==> src/rtl/prot_window.sv <==
module prot_window #(
  parameter int AW = 16,
  parameter int DW = 8,
  parameter int BW = 3,
  parameter logic [AW-1:0] CMD_ADDR  = 16'h5000,
  parameter logic [AW-1:0] ARM_ADDR  = 16'h5001,
  parameter logic [AW-1:0] SEL_ADDR  = 16'h5080,
  parameter logic [DW-1:0] CMD_RESET = 8'h01,
  parameter logic [DW-1:0] LOW_KEY   = 8'hE0,
  parameter logic [DW-1:0] HIGH_KEY  = 8'hEE,
  parameter logic [BW-1:0] LOW_BANK  = 3'd0,
  parameter logic [BW-1:0] HIGH_BANK = 3'd3,
  parameter logic [BW-1:0] ARM_BANK  = 3'd7
) (
  input  logic          clk,
  input  logic          rst,
  input  logic [AW-1:0] cpu_addr,
  input  logic [DW-1:0] cpu_wdata,
  input  logic          cpu_wr,
  input  logic          cpu_rd,
  output logic [DW-1:0] rd_data,
  output logic          rd_valid,
  output logic [DW-1:0] cmd_byte,
  output logic [BW-1:0] bank_sel,
  output logic          bank_load
);

  logic [DW-1:0] cmd_q, resp_q, resp_nx;
  logic [BW-1:0] sel_q, sel_nx;
  logic          load_q, rv_q;
  logic [DW-1:0] rd_q;

  wire wr_cmd = cpu_wr && (cpu_addr == CMD_ADDR);
  wire wr_arm = cpu_wr && (cpu_addr == ARM_ADDR);
  wire wr_sel = cpu_wr && (cpu_addr == SEL_ADDR);
  wire rd_hit = cpu_rd && (cpu_addr == CMD_ADDR);

  wire key_lo = wr_cmd && (cpu_wdata == LOW_KEY);
  wire key_hi = wr_cmd && (cpu_wdata == HIGH_KEY);
  wire armed  = wr_arm && (cmd_q == '0);
  wire load_req = key_lo || key_hi || armed;

  always_comb begin
    sel_nx = sel_q;
    if (armed)       sel_nx = ARM_BANK;
    else if (key_hi) sel_nx = HIGH_BANK;
    else if (key_lo) sel_nx = LOW_BANK;
  end

  always_comb begin
    resp_nx = resp_q;
    if (wr_sel) begin
      case (cpu_wdata)
        8'h01:   resp_nx = 8'h83;
        8'h02:   resp_nx = 8'h42;
        8'h03:   resp_nx = 8'h00;
        default: resp_nx = resp_q;
      endcase
    end
  end

  always_ff @(posedge clk) begin
    if (rst) begin
      cmd_q  <= CMD_RESET;
      resp_q <= '0;
      sel_q  <= '0;
      load_q <= 1'b0;
      rv_q   <= 1'b0;
      rd_q   <= '0;
    end else begin
      if (wr_cmd) cmd_q <= cpu_wdata;
      resp_q <= resp_nx;
      sel_q  <= sel_nx;
      load_q <= load_req;
      rv_q   <= rd_hit;
      rd_q   <= rd_hit ? resp_q : '0;
    end
  end

  assign cmd_byte  = cmd_q;
  assign bank_sel  = sel_q;
  assign bank_load = load_q;
  assign rd_valid  = rv_q;
  assign rd_data   = rd_q;

endmodule


==> config.mk <==
export PLATFORM = sky130hd
export DESIGN_NAME = prot_window
export DESIGN_NICKNAME = d
export VERILOG_FILES = /design/src/rtl/prot_window.sv
export SDC_FILE = /design/constraint.sdc
export NUM_CORES = 1
export LEC_CHECK = 0
export CAP_MARGIN = 15
export CORE_AREA = 2 2 56 58
export DETAILED_ROUTE_END_ITERATION = 16
export DIE_AREA = 0 0 58 60
export GPL_TIMING_DRIVEN = 0
export PLACE_DENSITY_LB_ADDON = 0.05
export SLEW_MARGIN = 10
export SYNTH_ARGS = -nofsm -noshare
export SYNTH_HDL_FRONTEND = slang
export SYNTH_SLANG_ARGS = --single-unit
==> constraint.sdc <==
create_clock -name clk -period 1.87 [get_ports clk]
set_clock_uncertainty 0.2 [all_clocks]
set_input_delay 0.374 -clock clk [delete_from_list [all_inputs] [get_ports clk]]
set_output_delay 0.374 -clock clk [all_outputs]
set_load 0.02 [all_outputs]
==> run summary <==
H-tree depth = 1
Startpoint types = input port
Final Worst Setup Slack = 0.00607 ns
Fin. max-slew vios = 0
Antenna violation net count after detailed routing = 0
Total Wirelength = 2.78 mm
CTS max path bufs = 2
Max-cap violations = 0
RePlAce Congestion = 0.778
Die ar. = 3480 um2
Peak Freq = 537 MHz
Layout fillers = 292
Unrepaired setup endpoints after global routing = yes
Power after layout = 0.749 mW
Utilization after layout = 0.544
Largest net degree at the start of global routing = 11
Wire length on met2 = 1.38 mm
Power per cell area = 474 nW/um2
Worst path arrival time = 1.89 ns
Placed cell area = 1430 um2
Hold crit path type = input port to register
Root Driver = clkbuf_4
Worst-skew pair later-pin latency = 0.30 ns
Leading cell types in the layout, fill and taps excluded = dlygate4sd2_1, dfxtp_1, buf_4
Area delta synth->final = 66.5%
CTS Buf Count = 3
Slowest CP cell = or3_4
Area of the multi-input gates = 587 um2
Wire per inst = 14.1 um
Sequential fraction of the synthesis area = 0.380
Synth area leaders = dfxtp_1, nand3_1, a21oi_1, buf_4, nor4_4
Antenna cells = 0
# rows = 20
Hold WS = 0.204 ns
Syn Area/Cell = 8.70 um2
Vias in the first global route = 991
Highest Signal Layer = met4
Final nets = 194
Yosys warning count = 0
Slowest cell delay on critical path = 0.38 ns
CTS sink count = 18
Critical path type = input port to register
Pleak = 0.741 nW
GRT overflow = 0
Final hold violations = 0
Reg area = 360 um2
Initial DRC count = 18
Vias per cell = 5.33
PortBufs = 43
Fin crit share = 0.997
Core area = 2900 um2
CP Max Fanout = 4
Yosys reg bits = 18
Antenna violations before repair = 0
Most common cell after layout, fill and taps aside = dlygate4sd2_1
DPL Wire Length = 2.05 mm
Cell variety after synth = 35
Synth Instances = 109
Starting Density = 0.327
Met1 Wirelength = 1.19 mm
Top Ports = 49
Crit path time final = 1.86 ns
Final setup viols = 0
Worst setup EP type = register
Fraction of layout cells with a size suffix above 1 = 0.212
GR Util All Layers = 0.166
Die span in y = 60 um
Share of the synthesized area in the top cell type = 0.380
Req. time, crit path = 1.89 ns
CTS tree = done
Wire length on met3 = 161 um
Synth Cell Area = 948 um2
Number of flops mapped to enable cells by yosys = 0
Pre-CTS WS = -0.570 ns
Post-synth top area cell = dfxtp_1
Vias = 1056
First-pass GRT wire length = 4.35 mm
Crit path cell chain = dlygate4sd2_1, and4bb_2, nand4_1, clkbuf_8, or3_4, a31oi_1
Drt first pass iters = 4
Max IR drop VDD = 0.254 mV
Post-synth ARST share = 0
Status = finished, final reports clean
Die W = 58 um
Register clock-pin slew on the reported worst setup and hold paths = 0.12 ns
Design area = 1580 um2
Most used DFF post-synth = dfxtp_1
DR DRC count = 0
[worst max-delay path, delay by kind of cell]
kind / cells / cell delay, ns
compound gates: 1 / 0.13
buf+inv: 2 / 0.43
simple gates: 3 / 0.95
[routing by layer]
metal,track usage,vias to the layer above
met3,0.0368,6
met1,0.205,487
li1,-,526
met2,0.276,37
met4,0.0731,0
met5,0,-
[layout make-up]
type,instances,share of cell area
clock buffer,4,0.0230
tap,33,0.0261
timing repair buffer,49,0.301
multi-input combinational,83,0.372
sequential,18,0.228
buffer,11,0.0499
[logic make-up after synthesis]
| family | after synthesis | share of synthesized area |
|---|---|---|
| AO/OA/AOI/OAI | 26 | 0.161 |
| other | 1 | 0.00395 |
| AND/OR/NAND/NOR | 53 | 0.385 |
| flip-flops | 18 | 0.380 |
| buffers and inverters | 11 | 0.0699 |
[path summary, 6_finish.rpt]
check,start,depth (start not counted),slack (ns),endpoint
max reg2reg,cmd_byte[5]$_SDFFE_PP0P_,3,0.20,bank_sel[1]$_SDFFE_PP0P_
min,cpu_wdata[4],3,0.20,cmd_byte[4]$_SDFFE_PP0P_
max,cpu_addr[15],6,0.006,bank_sel[1]$_SDFFE_PP0P_
min reg2reg,resp_q[0]$_SDFFE_PP0P_,1,0.27,rd_data[0]$_SDFF_PP0_
[power by group]
group / switching, mW / internal [mW] / total, mW
registers: 0.00000106 / 0.383 / 0.383
logic: 0.0620 / 0.0564 / 0.118
clock network: 0.128 / 0.119 / 0.247
[Yosys cell counts, types with 3 or more instances]
cell / number
or4_1: 3
nand4_1: 3
a21oi_1: 10
a31oi_1: 3
nand2_1: 3
clkbuf_1: 3
and2_1: 5
nand3_1: 11
o21ai_0: 7
buf_4: 6
dfxtp_1: 18
nor4_1: 6
nor3_1: 4
[per-stage QoR]
| step | setup TNS, ns | cells |
|---|---|---|
| after floorplan | 0 | 112 |
| after global placement | -7.53 | 188 |
| after detailed placement | -7.77 | 188 |
| after CTS | 0 | 197 |
| after global routing | -0.188 | 198 |
| final | 0 | 198 |
[registers in the layout, summed over array words and instances, names as in the netlist]
signal     count
bank_load      1
bank_sel       2
cmd_byte       8
rd_data        3
rd_valid       1
resp_q         3
[what timing repair did]
| action | CTS | global route |
|---|---|---|
| endpoints found under the setup margin | 20 | 19 |
| buffers inserted | 5 | 1 |
| hold buffers | 0 | 0 |
| gates resized for setup | 31 | 22 |
| pin swaps | 8 | 5 |
(Power assumes the default switching activity.)
